==> src/rtl/exti_pkg.sv <==
package exti_pkg;
  localparam int SEL_W  = 4;
  localparam int ADDR_W = 3;

  typedef enum logic [ADDR_W-1:0] {
    A_SEL0 = 3'd0,
    A_SEL1 = 3'd1,
    A_SEL2 = 3'd2,
    A_SEL3 = 3'd3,
    A_RISE = 3'd4,
    A_FALL = 3'd5,
    A_MASK = 3'd6,
    A_PEND = 3'd7
  } reg_addr_e;
endpackage

==> src/rtl/exti_sync.sv <==
module exti_sync #(
  parameter int W = 8
) (
  input  logic         clk,
  input  logic         rst,
  input  logic [W-1:0] d_i,
  output logic [W-1:0] q_o
);
  logic [W-1:0] meta_q;
  logic [W-1:0] sync_q;

  always_ff @(posedge clk) begin
    if (rst) begin
      meta_q <= '0;
      sync_q <= '0;
    end else begin
      meta_q <= d_i;
      sync_q <= meta_q;
    end
  end

  assign q_o = sync_q;
endmodule

==> src/rtl/exti_regs.sv <==
module exti_regs
  import exti_pkg::*;
#(
  parameter int NUM_LINES = 16,
  parameter int DATA_W    = 16
) (
  input  logic                       clk,
  input  logic                       rst,
  input  logic                       bus_wr,
  input  logic [ADDR_W-1:0]          bus_addr,
  input  logic [DATA_W-1:0]          bus_wdata,
  input  logic [NUM_LINES-1:0]       pend_i,
  output logic [NUM_LINES*SEL_W-1:0] sel_o,
  output logic [NUM_LINES-1:0]       rise_o,
  output logic [NUM_LINES-1:0]       fall_o,
  output logic [NUM_LINES-1:0]       mask_o,
  output logic [NUM_LINES-1:0]       mask_d_o,
  output logic [DATA_W-1:0]          rdata_o
);
  localparam int FIELDS   = DATA_W / SEL_W;
  localparam int SEL_REGS = NUM_LINES / FIELDS;
  localparam int SR_W     = (SEL_REGS > 1) ? $clog2(SEL_REGS) : 1;

  logic [DATA_W-1:0]    sel_q [SEL_REGS];
  logic [NUM_LINES-1:0] rise_q, fall_q, mask_q;
  logic [DATA_W-1:0]    rdata_q;
  logic                 is_sel;

  assign is_sel = (32'(bus_addr) < SEL_REGS);

  always_ff @(posedge clk) begin
    if (rst) begin
      for (int r = 0; r < SEL_REGS; r++) sel_q[r] <= '0;
      rise_q <= '0;
      fall_q <= '0;
      mask_q <= '0;
    end else if (bus_wr) begin
      if (is_sel) sel_q[bus_addr[SR_W-1:0]] <= bus_wdata;
      if (bus_addr == A_RISE) rise_q <= bus_wdata[NUM_LINES-1:0];
      if (bus_addr == A_FALL) fall_q <= bus_wdata[NUM_LINES-1:0];
      if (bus_addr == A_MASK) mask_q <= bus_wdata[NUM_LINES-1:0];
    end
  end

  always_ff @(posedge clk) begin
    if (rst) begin
      rdata_q <= '0;
    end else if (is_sel) begin
      rdata_q <= sel_q[bus_addr[SR_W-1:0]];
    end else begin
      case (bus_addr)
        A_RISE:  rdata_q <= DATA_W'(rise_q);
        A_FALL:  rdata_q <= DATA_W'(fall_q);
        A_MASK:  rdata_q <= DATA_W'(mask_q);
        A_PEND:  rdata_q <= DATA_W'(pend_i);
        default: rdata_q <= '0;
      endcase
    end
  end

  for (genvar r = 0; r < SEL_REGS; r++) begin : g_sel_flat
    assign sel_o[r*DATA_W +: DATA_W] = sel_q[r];
  end

  assign rise_o   = rise_q;
  assign fall_o   = fall_q;
  assign mask_o   = mask_q;
  assign mask_d_o = (bus_wr && bus_addr == A_MASK) ? bus_wdata[NUM_LINES-1:0] : mask_q;
  assign rdata_o  = rdata_q;


  mask_wr_chk: assert property (@(posedge clk) disable iff (rst)
    (bus_wr && bus_addr == A_MASK) |=> (mask_q == $past(bus_wdata[NUM_LINES-1:0])));
endmodule

==> src/rtl/exti_edge.sv <==
module exti_edge
  import exti_pkg::*;
#(
  parameter int NUM_PORTS = 7
) (
  input  logic                 clk,
  input  logic                 rst,
  input  logic [NUM_PORTS-1:0] pins_i,
  input  logic [SEL_W-1:0]     sel_i,
  input  logic                 rise_en,
  input  logic                 fall_en,
  output logic                 edge_o
);
  localparam int CODES = 2 ** SEL_W;

  logic [CODES-1:0] padded;
  logic             cur;
  logic             prev_q;
  logic [SEL_W-1:0] sel_last_q;
  logic             same_sel;

  assign padded   = CODES'(pins_i);
  assign cur      = padded[sel_i];
  assign same_sel = (sel_i == sel_last_q);

  always_ff @(posedge clk) begin
    if (rst) begin
      prev_q     <= 1'b0;
      sel_last_q <= '0;
    end else begin
      prev_q     <= cur;
      sel_last_q <= sel_i;
    end
  end

  assign edge_o = same_sel & ((rise_en & cur & ~prev_q) | (fall_en & ~cur & prev_q));


  no_sel_edge_chk: assert property (@(posedge clk) disable iff (rst)
    (sel_i != $past(sel_i)) |-> !edge_o);

  trig_en_chk: assert property (@(posedge clk) disable iff (rst)
    edge_o |-> (rise_en || fall_en));

  bad_code_chk: assert property (@(posedge clk) disable iff (rst)
    ((32'(sel_i) >= NUM_PORTS) && $stable(sel_i)) |-> !edge_o);
endmodule

==> src/rtl/exti_portsel.sv <==
module exti_portsel
  import exti_pkg::*;
#(
  parameter int NUM_LINES = 16,
  parameter int NUM_PORTS = 7,
  parameter int DATA_W    = 16
) (
  input  logic                           clk,
  input  logic                           rst,
  input  logic [NUM_PORTS*NUM_LINES-1:0] port_pins,
  input  logic                           bus_wr,
  input  logic [ADDR_W-1:0]              bus_addr,
  input  logic [DATA_W-1:0]              bus_wdata,
  output logic [DATA_W-1:0]              bus_rdata,
  output logic [NUM_LINES-1:0]           irq_out
);
  localparam int NPINS = NUM_PORTS * NUM_LINES;

  logic [NPINS-1:0]           pins_s;
  logic [NUM_LINES*SEL_W-1:0] sel;
  logic [NUM_LINES-1:0]       rise, fall, mask_q, mask_d;
  logic [NUM_LINES-1:0]       edge_v, clr, pend_q, pend_d, irq_q;

  exti_sync #(.W(NPINS)) u_sync (
    .clk (clk),
    .rst (rst),
    .d_i (port_pins),
    .q_o (pins_s)
  );

  exti_regs #(.NUM_LINES(NUM_LINES), .DATA_W(DATA_W)) u_regs (
    .clk       (clk),
    .rst       (rst),
    .bus_wr    (bus_wr),
    .bus_addr  (bus_addr),
    .bus_wdata (bus_wdata),
    .pend_i    (pend_q),
    .sel_o     (sel),
    .rise_o    (rise),
    .fall_o    (fall),
    .mask_o    (mask_q),
    .mask_d_o  (mask_d),
    .rdata_o   (bus_rdata)
  );

  for (genvar n = 0; n < NUM_LINES; n++) begin : g_line
    logic [NUM_PORTS-1:0] line_pins;
    for (genvar p = 0; p < NUM_PORTS; p++) begin : g_port
      assign line_pins[p] = pins_s[p*NUM_LINES + n];
    end
    exti_edge #(.NUM_PORTS(NUM_PORTS)) u_edge (
      .clk     (clk),
      .rst     (rst),
      .pins_i  (line_pins),
      .sel_i   (sel[n*SEL_W +: SEL_W]),
      .rise_en (rise[n]),
      .fall_en (fall[n]),
      .edge_o  (edge_v[n])
    );
  end

  assign clr    = (bus_wr && bus_addr == A_PEND) ? bus_wdata[NUM_LINES-1:0] : '0;
  assign pend_d = (pend_q & ~clr) | edge_v;

  always_ff @(posedge clk) begin
    if (rst) begin
      pend_q <= '0;
      irq_q  <= '0;
    end else begin
      pend_q <= pend_d;
      irq_q  <= pend_d & mask_d;
    end
  end

  assign irq_out = irq_q;


  clr_only_w1c_chk: assert property (@(posedge clk) disable iff (rst)
    !(bus_wr && bus_addr == A_PEND) |=> ((pend_q & $past(pend_q)) == $past(pend_q)));

  edge_wins_chk: assert property (@(posedge clk) disable iff (rst)
    (edge_v != '0) |=> ((pend_q & $past(edge_v)) == $past(edge_v)));

  irq_gate_chk: assert property (@(posedge clk) disable iff (rst)
    ((irq_out & ~mask_q) == '0) && ((irq_out & ~pend_q) == '0));
endmodule

==> config.mk <==
export PLATFORM = sky130hd
export DESIGN_NAME = exti_portsel
export DESIGN_NICKNAME = d
export VERILOG_FILES = /design/src/rtl/exti_pkg.sv /design/src/rtl/exti_sync.sv /design/src/rtl/exti_regs.sv /design/src/rtl/exti_edge.sv /design/src/rtl/exti_portsel.sv
export SDC_FILE = /design/constraint.sdc
export NUM_CORES = 1
export LEC_CHECK = 0
export BUFFER_PORTS_ARGS = -buffer_cell sky130_fd_sc_hd__buf_2
export CAP_MARGIN = 15
export CORE_MARGIN = 4
export CORE_UTILIZATION = 53
export CTS_CLUSTER_DIAMETER = 120
export DETAILED_ROUTE_END_ITERATION = 6
export PLACE_DENSITY = 0.76
export SETUP_SLACK_MARGIN = 0.05
export SYNTH_ARGS = -nofsm -noshare
export SYNTH_HDL_FRONTEND = slang
export SYNTH_SLANG_ARGS = --single-unit
==> constraint.sdc <==
create_clock -name clk -period 3.1 [get_ports clk]
set_clock_uncertainty 0.2 [all_clocks]
set_input_delay 0.465 -clock clk [delete_from_list [all_inputs] [get_ports clk]]
set_output_delay 0.465 -clock clk [all_outputs]
set_load 0.01 [all_outputs]
* Yosys cells after proc, flatten, opt, wreduce, memory -nomap -nowiden
Memory sizes are Yosys's and may differ from the RTL's. Cells that the tools add are included.
Storage, ports and cells: RAM bits 64, memories 1, logic and storage cells 261, bits in registers 400
Memory list:
- u_regs.sel_q | depth 4, width 16, read ports 5, clocked after Yosys merged registers in 0, write ports 4, RTL line exti_regs.sv:24 | logic [DATA_W-1:0] sel_q [SEL_REGS];
Operators by class: mux-type cells 45, magnitude comparators 17, reductions and logical operators 6, bitwise logic cells 132, eq/ne operators 20
Operators by type and width (count):
- $and 1x1->1 | 80
- $lt 4x5->1 const B | 16
- $bmux 1 s4 | 16
- $eq 4x4->1 | 16
- $mux 16 | 4
- $pmux 16 s4 | 1
- $and 16x16->16 | 2
- $not 1->1 | 32
- $mux 1 | 23
- $not 16->16 | 1
- $or 1x1->1 | 16
- $or 16x16->16 | 1
- $reduce_or 16->1 | 1
- $eq 3x3->1 const B | 4
- $reduce_and 2->1 | 3
- $lt 3x3->1 const B | 1
- $logic_and 1x1->1 | 2
- $mux 2 | 1

* Depth between registers and ports, before layout
Gate-level depths: netlist of run 1. An unclocked memory read counts as a cell.
word-level depth 10, depth in mapped cells 7

* Modules after synthesis
From an unflattened synthesis of run 1, not the netlist that was laid out.
Unflattened totals: cells, all modules 1442, area total of the unflattened synthesis 17847.1 um2
By module, submodules not included:
- exti_sync | instances 1, area each 6542.5 um2, cells each 473
- exti_regs | instances 1, area each 5691.7 um2, cells each 465
- exti_edge | instances 16, area each 259.0 um2, cells each 24
- exti_portsel | instances 1, area each 1468.9 um2, cells each 120

* Worst setup path before layout of run 1
No wires, ideal clock.
path kind input to register, start input bus_addr[0], end memory u_regs.sel_q[2][0], enable pin, buffers on the path 3, data arrival time 2372 ps, setup time 411 ps, slack 117 ps, stages on the path 5, path through buf_2 -> buf_2 -> nand2b_1 -> buf_2 -> o21ai_0
RTL lines:
- start: declaration | RTL line exti_portsel.sv:12 | input logic [ADDR_W-1:0] bus_addr,
- end: declaration | RTL line exti_regs.sv:24

==> flow_metrics.tcl, run 1 <==
set metrics [dict create \
    worst_hold_path_cells 2 \
    p_leak_nw 8.02 \
    synth_largest_area_cell "sky130_fd_sc_hd__dfxtp_1" \
    maximum_clock_rate_mhz 406 \
    path_max_fanout 6 \
    clk_transition_reported_paths_ns 0.06 \
    clk_root_buffer_cell "sky130_fd_sc_hd__clkbuf_16" \
    cell_internal_pwr_w 0.00997 \
    detail_route.wl_per_cell_um 18.2 \
    start_kind "flip-flop" \
    postRouteAntennaNets 0 \
    pwr-share-clk 0.415 \
    mostFrequentLayoutCells "400 x sky130_fd_sc_hd__dfxtp_1, 282 x sky130_fd_sc_hd__nor2b_1, 175 x sky130_fd_sc_hd__nand2_1" \
    clock_sink_count 464 \
    fp.dieW_um 184 \
    worst-r2r-cell-count 5 \
    drt_pre_antenna_iters 5 \
    seqCellArea_um2 9930 \
    post-cts-setup-buffers 0 \
    placeable_core_region_um2 30600 \
    layout_worst_path_cycle_share 0.794 \
    timing_worst_slew_pin_value_ns 1.10 \
    finalMaxSlewViolations 0 \
    path_class "flip-flop to flip-flop" \
    rsz0062_at_grt "no" \
    antenna_cells 0 \
    design.die.area_um2 33900 \
    ff_latch_count_synth 464 \
    rr_startpoint "u_regs.sel_q[2][13]$_SDFFCE_PN0P_" \
    cts_tree "built" \
    grt_pass1_wl_um 61800 \
    power.density_cell_area_nw_per_um2 632 \
    synth_top_area_frac 0.487 \
    filler_cell_count 2248 \
    yosys.cell_types.count 45 \
    synth_seq_area_share 0.603 \
    syn_nets 1594 \
    setup_viol_count_final 0 \
    fin_setup_tns_ns 0 \
    number_of_synthesized_flops_with_an_enable_pin 64 \
    comb_power_share 0.071 \
    run_status "complete, no violations" \
    die_height_um 184 \
    layout_setup_ws_ns 0.638 \
    worst_r2r_endpoint "pend_q[11]$_SDFF_PP0_" \
    final-hold-violation-count 0 \
    via_per_inst 5.19 \
    syn_area_um2 16500 \
    post_synthesis_average_cell_area_um2 11.3 \
    post_synth_inst_count 1460 \
    synth-warning-count 0 \
    initial_core_util 0.538 \
    async_reset_ff_frac 0 \
    vias_in_the_first_global_route 11200 \
    worstSkewPairLatency_ns 0.53 \
    remaining_drc_errors 0 \
    dr.first_iter.drc_count 918 \
    multi_input_comb_area_um2 6160 \
    max-vdd-ir-drop_mv 0.392 \
    final_net_count 1868 \
    worstPathArrival_ns 2.72 \
    boundaryPins 166 \
    area_growth_pct 23.1 \
    hold-worst-slack_ns 0.0247 \
    power_frac_seq 0.514 \
    h-tree-depth 2 \
    num_vias 11200 \
    antenna_found_initial 0 \
    switching_fraction_of_total_power 0.221 \
    design_power_total_w 0.0128 \
    dp_hpwl_um 26200 \
    holdCritPathClass "input pin to flip-flop" \
    crit_end_element "flip-flop" \
    cap_viol_max_count 0 \
    groute.usage.overall 0.231 \
    yosys-top-cells-area "sky130_fd_sc_hd__dfxtp_1 49%, sky130_fd_sc_hd__edfxtp_1 12%, sky130_fd_sc_hd__nor2b_1 11%, sky130_fd_sc_hd__mux4_2 6.6%, sky130_fd_sc_hd__nand2_1 4.0%" \
    final_period_minus_worst_setup_slack_ns 2.46 \
    numCtsBuffers 44 \
    slew_headroom 0.262 \
    hold_path_startpoint "port_pins[45]" \
    routed_wl_um 39400 \
    detailedPlace.worstSlack_ns 0.510 \
    gpl.final_weighted_congestion 0.898 \
    post_route_cells_drive_above_1_share 0.187 \
    clk_path_buf_depth 3 \
    synth_flop_cell "sky130_fd_sc_hd__dfxtp_1" \
    grt_max_degree 188 \
    fp-row-count 64 \
    port_buffers 165 \
    rrSetupSlack_ns 0.64 \
    grt_overflow 0 \
    leading_cell_type_in_the_layout_fill_and_taps_excluded "sky130_fd_sc_hd__dfxtp_1" \
    hold_path_end "u_sync.meta_q[45]$_SDFF_PP0_" \
    power.switching_w 0.00283 \
    crit_required_ns 3.36 \
]
[power by group through the flow]
stage / sequential (W) / combinational, W / clock (W)
final: 0.00657 / 0.000913 / 0.00531
after global routing: 0.00660 / 0.000991 / 0.00566
after CTS: 0.00657 / 0.000894 / 0.00540
after detailed placement: 0.00670 / 0.000787 / 0
after global placement: 0.00669 / 0.000769 / 0
after floorplan: 0.00663 / 0.000512 / 0
[how the worst max path moves through the flow]
| stage | cells past startpoint | end | from |
|---|---|---|---|
| after CTS | 5 | pend_q[11]$_SDFF_PP0_ | u_regs.sel_q[2][13]$_SDFFCE_PN0P_ |
| after floorplan | 5 | u_regs.sel_q[2][0]$_SDFFCE_PN0P_ | bus_addr[0] |
| after global routing | 5 | pend_q[11]$_SDFF_PP0_ | u_regs.sel_q[2][13]$_SDFFCE_PN0P_ |
| after global placement | 5 | u_regs.sel_q[2][10]$_SDFFCE_PN0P_ | bus_addr[1] |
| final | 5 | pend_q[11]$_SDFF_PP0_ | u_regs.sel_q[2][13]$_SDFFCE_PN0P_ |
| after detailed placement | 5 | u_regs.sel_q[2][10]$_SDFFCE_PN0P_ | bus_addr[1] |
[cell type report]
type	instances	share of cell area
inverters	21	0.00389
clock inverters	10	0.00340
clock buffers	69	0.0695
multi-input cells	904	0.304
flip-flops and latches	464	0.490
repair buffers	299	0.105
well taps	396	0.0244
[Yosys cell counts (all sizes together), types with 20 or more instances]
cell type	n
inv	20
nand3b	23
edfxtp	64
clkbuf	53
o211ai	25
mux4	48
a21oi	71
and2	38
nor2	55
nand2	175
nor2b	282
dfxtp	400
xor2	52
[logic make-up after synthesis]
logic type,count (synthesis),share of synthesized area
simple gates,646,0.213
buf+inv,92,0.0223
compound gates,120,0.0445
xor+xnor,64,0.0341
flops,464,0.603
mux,74,0.0827
[metrics by stage]
stage,cell area (µm²),cells,util
6_report,20300,2163,0.663
5_1_grt,20300,2163,0.663
4_1_cts,20300,2163,0.663
3_5_place_dp,17700,1976,0.579
3_3_place_gp,17700,1976,0.579
2_1_floorplan,16500,1460,-
[repair_timing]
action                    CTS  global route
hold endpoints to repair  108             0
hold buffers              108             0
gates resized for setup     0             0
[sequential cells by signal (all words and copies together), names as in the netlist]
name	count
g_line.u_edge.sel_last_q	64
pend_q	16
u_regs.sel_q	64
u_regs.mask_o	16
u_regs.rdata_o	16
u_sync.q_o	112
g_line.u_edge.prev_q	16
u_regs.rise_o	16
irq_out	16
u_sync.meta_q	112
u_regs.fall_o	16
[critical path: stages (launching register included)]
cell and delay [ns]:
sky130_fd_sc_hd__edfxtp_1 0.52, sky130_fd_sc_hd__mux4_2 0.40, sky130_fd_sc_hd__nor2_1 0.04, sky130_fd_sc_hd__nor3_1 0.68, sky130_fd_sc_hd__mux2_2 0.43, sky130_fd_sc_hd__o22ai_1 0.13
[layer usage]
metal  share of wire  global-route usage
met1            0.44               0.331
met2            0.43               0.345
met3            0.10              0.0639
met4           0.025              0.0674
met5               0                   0
No activity file was read; power rests on OpenSTA's default activity.
==> run 2: changes to the inputs <==
- clock period: 3.1 -> 2 ns (I/O delays scaled with it)
==> flow_metrics.tcl, run 2 (synthesized netlist as in run 1, its figures left out) <==
set metrics [dict create \
    dr.first_iter.drc_count 1186 \
    path_class "flip-flop to flip-flop" \
    layout_worst_path_cycle_share 0.984 \
    boundaryPins 166 \
    holdCritPathClass "input pin to flip-flop" \
    grt_pass1_wl_um 66600 \
    rsz0062_at_grt "yes" \
    crit_chain "xor2_1 > nor4_4 > nand3b_1 > mux2_4 > a21oi_1" \
    h-tree-depth 2 \
    cap_viol_max_count 0 \
    timing.critical_path.slowest_stage_cell "sky130_fd_sc_hd__edfxtp_1" \
    critPathTopFamily "simple AND/OR/NAND/NOR gates" \
    gpl.final_weighted_congestion 0.878 \
    grt_overflow 0 \
    crit_required_ns 2.28 \
    routed_wl_um 43200 \
    timing_worst_slew_pin_value_ns 0.622 \
    crit_end_element "flip-flop" \
    via_per_inst 5.24 \
    worstSkewPairLatency_ns 0.55 \
    clock_sink_count 464 \
    postRouteAntennaNets 0 \
    clk_root_buffer_cell "sky130_fd_sc_hd__clkbuf_16" \
    drt_pre_antenna_iters 5 \
    leading_cell_type_in_the_layout_fill_and_taps_excluded "sky130_fd_sc_hd__dfxtp_1" \
    worst-r2r-cell-count 5 \
    cts_tree "built" \
    num_vias 11900 \
    path_max_fanout 6 \
    placeable_core_region_um2 30600 \
    design.die.area_um2 33900 \
    cp.depth 5 \
    mostFrequentLayoutCells "400 x sky130_fd_sc_hd__dfxtp_1, 282 x sky130_fd_sc_hd__nor2b_1, 175 x sky130_fd_sc_hd__nand2_1" \
    finalMaxSlewViolations 0 \
    maximum_clock_rate_mhz 508 \
    die_height_um 184 \
    start_kind "flip-flop" \
    critical_path.n_buffers_inverters 0 \
    post_route_cells_drive_above_1_share 0.236 \
    layout_setup_ws_ns 0.0316 \
    max-vdd-ir-drop_mv 0.663 \
    area_growth_pct 30.8 \
    fp.dieW_um 184 \
    power.density_cell_area_nw_per_um2 945 \
    setup_viol_count_final 0 \
    final_net_count 1975 \
    worst_hold_path_cells 2 \
    detailedPlace.worstSlack_ns -0.327 \
    dp_hpwl_um 29400 \
    design_power_total_w 0.0203 \
    remaining_drc_errors 0 \
    worstPathArrival_ns 2.25 \
    port_buffers 165 \
    vias_in_the_first_global_route 12000 \
    crit_path_max_incr_delay_ns 0.51 \
    antenna_found_initial 1 \
    detail_route.wl_per_cell_um 19.0 \
    numCtsBuffers 45 \
    clk_path_buf_depth 3 \
    initial_core_util 0.538 \
    final-hold-violation-count 0 \
    fp-row-count 64 \
    slew_headroom 0.585 \
    final_period_minus_worst_setup_slack_ns 1.97 \
    run_status "complete, no violations" \
    p_leak_nw 8.63 \
    groute.usage.overall 0.252 \
    clk_transition_reported_paths_ns 0.07 \
    grt_max_degree 94 \
]
[run 2: changes by cell type in the layout (fill, tap and decap cells not counted), moves of 8 or more]
cell / delta
sky130_fd_sc_hd__buf_12: +10
sky130_fd_sc_hd__buf_4: +73
sky130_fd_sc_hd__clkbuf_1: +11
sky130_fd_sc_hd__clkbuf_8: -9
sky130_fd_sc_hd__dlygate4sd3_1: +22
sky130_fd_sc_hd__mux2_2: -8
sky130_fd_sc_hd__mux2_4: +8
sky130_fd_sc_hd__nor4_1: -9
[run 2: worst paths after layout]
| path | start | endpoint | slack [ns] |
|---|---|---|---|
| worst max-delay path | u_regs.sel_q[3][5]$_DFFE_PP_ | pend_q[13]$_SDFF_PP0_ | 0.03 |
| worst min-delay path | bus_wr | u_regs.sel_q[3][11]$_DFFE_PP_ | 0.16 |
| worst max register to register | u_regs.sel_q[3][5]$_DFFE_PP_ | pend_q[13]$_SDFF_PP0_ | 0.03 |
| worst min register to register | u_sync.meta_q[19]$_SDFF_PP0_ | u_sync.q_o[19]$_SDFF_PP0_ | 0.23 |
[run 2: cell type report]
class,count,area (µm²)
clock buffer,72,1370
multi-input combinational,904,6420
antenna,1,2.50
sequential,464,9930
timing repair buffer,405,3100
fill,2113,9050
tap,396,495
inverter,21,78.8
clock inverter,12,128
[run 2: worst reg2reg max path: cells and delay by family, from the launching register on]
family / cells / cell delay [ns]
XOR/XNOR: 1 / 0.24
AO/OA/AOI/OAI: 1 / 0.12
flip-flops: 1 / 0.51
multiplexers: 1 / 0.30
AND/OR/NAND/NOR: 2 / 0.52
[run 2: power by group]
part | leakage, nW | switching, W | internal (W)
clock network | 0.731 | 0.00356 | 0.00489
logic | 3.99 | 0.000849 | 0.000925
registers | 3.91 | 0.000249 | 0.00989
total | 8.63 | 0.00465 | 0.0157
[run 2: through the flow]
step                      setup TNS, ns  area [µm²]   util  hold WS, ns  std cells
after CTS                             0       21400  0.699        0.135       2274
final                                 0       21500  0.704        0.162       2275
after global routing             -0.153       21500  0.704        0.150       2275
after detailed placement         -0.940       18400  0.601        0.221       2048
after floorplan                  -0.855       16500      -        0.214       1460
after global placement           -0.365       18400  0.601        0.220       2048
[run 2: repair_timing]
action | in CTS | in global routing
hold buffers | 130 | 0
buffers inserted | 13 | 2
pin swaps | 13 | 28
endpoints found under the setup margin | 17 | 29
gates cloned | 0 | 0
resized for setup | 24 | 36
endpoints found under the hold margin | 206 | 0
[run 2: routing by layer]
metal  part of all wire  GRT usage  wire, µm  vias up
met5                  0          0         0        -
met4              0.020     0.0698       863        0
met3               0.10     0.0635      4350       71
met2               0.46      0.393     19700      561
met1               0.42      0.353     18300     5652
li1                   -          -         -     5626
==> run 3: changes to the inputs <==
- ABC_AREA: default -> 1
==> flow_metrics.tcl, run 3 <==
set metrics [dict create \
    die_height_um 186 \
    comb_power_share 0.087 \
    design.die.area_um2 34600 \
    pwr-share-clk 0.425 \
    synth_flop_cell "sky130_fd_sc_hd__dfxtp_1" \
    final_period_minus_worst_setup_slack_ns 1.86 \
    grt_overflow 0 \
    fin_setup_tns_ns 0 \
    routed_wl_um 46900 \
    worstPathArrival_ns 2.12 \
    syn_nets 2144 \
    clk_path_buf_depth 3 \
    synth-warning-count 0 \
    instances_no_fill 2776 \
    worst_hold_path_cells 5 \
    start_kind "flip-flop" \
    timing.critical_path.slowest_stage_cell "sky130_fd_sc_hd__edfxtp_1" \
    dp_hpwl_um 31100 \
    leading_cell_type_in_the_layout_fill_and_taps_excluded "sky130_fd_sc_hd__nor2_1" \
    post_synth_inst_count 2010 \
    final_net_count 2477 \
    async_reset_ff_frac 0 \
    grt_max_degree 64 \
    power_frac_seq 0.488 \
    path_class "flip-flop to flip-flop" \
    groute.usage.overall 0.266 \
    num_vias 14000 \
    critPathTopFamily "simple AND/OR/NAND/NOR gates" \
    run_status "complete, no violations" \
    placeable_core_region_um2 30900 \
    yosys.cell_types.count 27 \
    finalMaxSlewViolations 0 \
    max-vdd-ir-drop_mv 0.587 \
    slew_headroom 0.638 \
    clk_root_buffer_cell "sky130_fd_sc_hd__clkbuf_16" \
    cell_internal_pwr_w 0.0159 \
    post_route_cells_drive_above_1_share 0.139 \
    rsz0062_at_grt "no" \
    dr.first_iter.drc_count 1409 \
    synth_largest_area_cell "sky130_fd_sc_hd__dfxtp_1" \
    cts_tree "built" \
    final_cell_area_um2 21300 \
    post_synthesis_average_cell_area_um2 8.36 \
    dp_cells 2556 \
    p_leak_nw 9.79 \
    worst_path_most_repeated_cell "sky130_fd_sc_hd__nand2_1" \
    detail_route.wl_per_cell_um 16.9 \
    postRouteAntennaNets 0 \
    power.density_cell_area_nw_per_um2 976 \
    area_growth_pct 27.0 \
    yosys-top-cells-area "sky130_fd_sc_hd__dfxtp_1 48%, sky130_fd_sc_hd__edfxtp_1 11%, sky130_fd_sc_hd__nor2_1 9.0%, sky130_fd_sc_hd__inv_1 8.8%, sky130_fd_sc_hd__nand2_1 5.2%" \
    via_per_inst 5.04 \
    crit_chain "buf_4 > nand2_1 > nand3_1 > nand2_1 > nand2_1 > nand3_1 > nand2_1 > nand2_1 > nand3_1 > a21oi_1" \
    fp-row-count 64 \
    cp.depth 10 \
    power.switching_w 0.00495 \
    critical_path.n_buffers_inverters 1 \
    postPlaceCellArea_um2 18400 \
    crit_path_max_incr_delay_ns 0.45 \
    grt_pass1_wl_um 72000 \
    timing_worst_slew_pin_value_ns 0.537 \
    syn_area_um2 16800 \
    layout_worst_path_cycle_share 0.929 \
    port_buffers 165 \
    fp.dieW_um 186 \
    crit_required_ns 2.26 \
    antenna_found_initial 2 \
    mostFrequentLayoutCells "401 x sky130_fd_sc_hd__nor2_1, 400 x sky130_fd_sc_hd__dfxtp_1, 391 x sky130_fd_sc_hd__inv_1" \
    commonest_cells_post_synth "401 x sky130_fd_sc_hd__nor2_1, 400 x sky130_fd_sc_hd__dfxtp_1, 392 x sky130_fd_sc_hd__inv_1" \
    antenna_cells 0 \
    ff_latch_count_synth 464 \
    path_max_fanout 4 \
    drt_pre_antenna_iters 5 \
    initial_core_util 0.544 \
    worst-r2r-cell-count 10 \
    worstSkewPairLatency_ns 0.55 \
    synth.most_common_cell "sky130_fd_sc_hd__nor2_1" \
    remaining_drc_errors 0 \
    crit_end_element "flip-flop" \
    final-hold-violation-count 0 \
    maximum_clock_rate_mhz 538 \
    gpl.final_weighted_congestion 0.910 \
    vias_in_the_first_global_route 13400 \
    switching_fraction_of_total_power 0.238 \
    boundaryPins 166 \
    design_power_total_w 0.0208 \
    h-tree-depth 2 \
    numCtsBuffers 46 \
    synth_seq_area_share 0.591 \
    number_of_synthesized_flops_with_an_enable_pin 64 \
    clk_transition_reported_paths_ns 0.06 \
    synth_top_area_frac 0.477 \
    setup_viol_count_final 0 \
    holdCritPathClass "input pin to flip-flop" \
    clock_sink_count 464 \
    cap_viol_max_count 0 \
]
[run 3: cell types whose count changed in the layout (fill, tap and decap cells not counted), moves of 20 or more]
cell,previous run,this run
sky130_fd_sc_hd__o22ai_1,0,32
sky130_fd_sc_hd__xnor2_1,12,32
sky130_fd_sc_hd__nand3b_1,23,0
sky130_fd_sc_hd__nand2_1,175,231
sky130_fd_sc_hd__o21ai_0,0,58
sky130_fd_sc_hd__and2_1,38,0
sky130_fd_sc_hd__mux4_2,48,0
sky130_fd_sc_hd__o211ai_1,25,0
sky130_fd_sc_hd__inv_1,20,391
sky130_fd_sc_hd__nor3_1,0,22
sky130_fd_sc_hd__buf_4,98,49
sky130_fd_sc_hd__nand3_1,19,128
sky130_fd_sc_hd__nor2_1,51,401
sky130_fd_sc_hd__nor2b_1,282,0
[run 3: routing by layer]
metal  GRT usage  up-vias  wire length [µm]
met5           0        -                51
met4      0.0778        4              1320
met3      0.0549       93              4380
met2       0.399      702             20000
met1       0.390     6339             21100
li1            -     6844                 -
[run 3: power groups by stage]
stage | clock network (W) | registers (W) | logic [W]
2_1_floorplan | 0 | 0.0103 | 0.000934
3_3_place_gp | 0 | 0.0103 | 0.00151
3_5_place_dp | 0 | 0.0104 | 0.00154
4_1_cts | 0.00890 | 0.0102 | 0.00175
5_1_grt | 0.00932 | 0.0102 | 0.00199
6_report | 0.00884 | 0.0102 | 0.00181
[run 3: what timing repair did]
item                       in CTS  in global routing
setup endpoints to repair       0                 14
gates resized for setup         0                  6
setup buffers                   0                  6
hold endpoints to repair      171                  0
hold buffers                  129                  0
[run 3: cell families after synthesis]
family          after synthesis  synth area share
buf+inv                     471             0.107
simple gates                818             0.202
compound gates              193            0.0670
xor+xnor                     64            0.0334
flops                       464             0.591
[run 3: layout make-up]
| class | instances | area (µm²) |
|---|---|---|
| Clock inverter | 16 | 141 |
| Sequential cell | 464 | 9930 |
| Fill cell | 2353 | 9580 |
| Clock buffer | 69 | 1460 |
| Tap cell | 396 | 495 |
| Multi-Input combinational cell | 1075 | 5090 |
| Timing Repair Buffer | 354 | 2720 |
| Inverter | 402 | 1510 |
[run 3: worst paths after layout]
check / start / endpoint / slack, ns
worst max register to register: u_regs.sel_q[0][12]$_SDFFCE_PN0P_ / pend_q[3]$_SDFF_PP0_ / 0.14
worst min-delay path: bus_addr[1] / u_regs.mask_o[2]$_SDFFE_PP0N_ / 0.10
worst max-delay path: u_regs.sel_q[0][12]$_SDFFCE_PN0P_ / pend_q[3]$_SDFF_PP0_ / 0.14
worst min register to register: u_sync.meta_q[50]$_SDFF_PP0_ / u_sync.q_o[50]$_SDFF_PP0_ / 0.20
[run 3: stage by stage]
stage	utilization	setup slack, ns	hold WS [ns]
floorplan	-	0.0799	0.188
global placement	0.595	-0.109	0.188
detailed placement	0.595	-0.128	0.192
CTS	0.689	0.0941	0.0863
global route	0.690	0.0499	0.118
finish	0.690	0.143	0.101
[run 3: worst min-delay path, delay by kind of cell]
family,cells,cell delay (ns)
buf+inv,1,0.13
simple gates,4,0.35
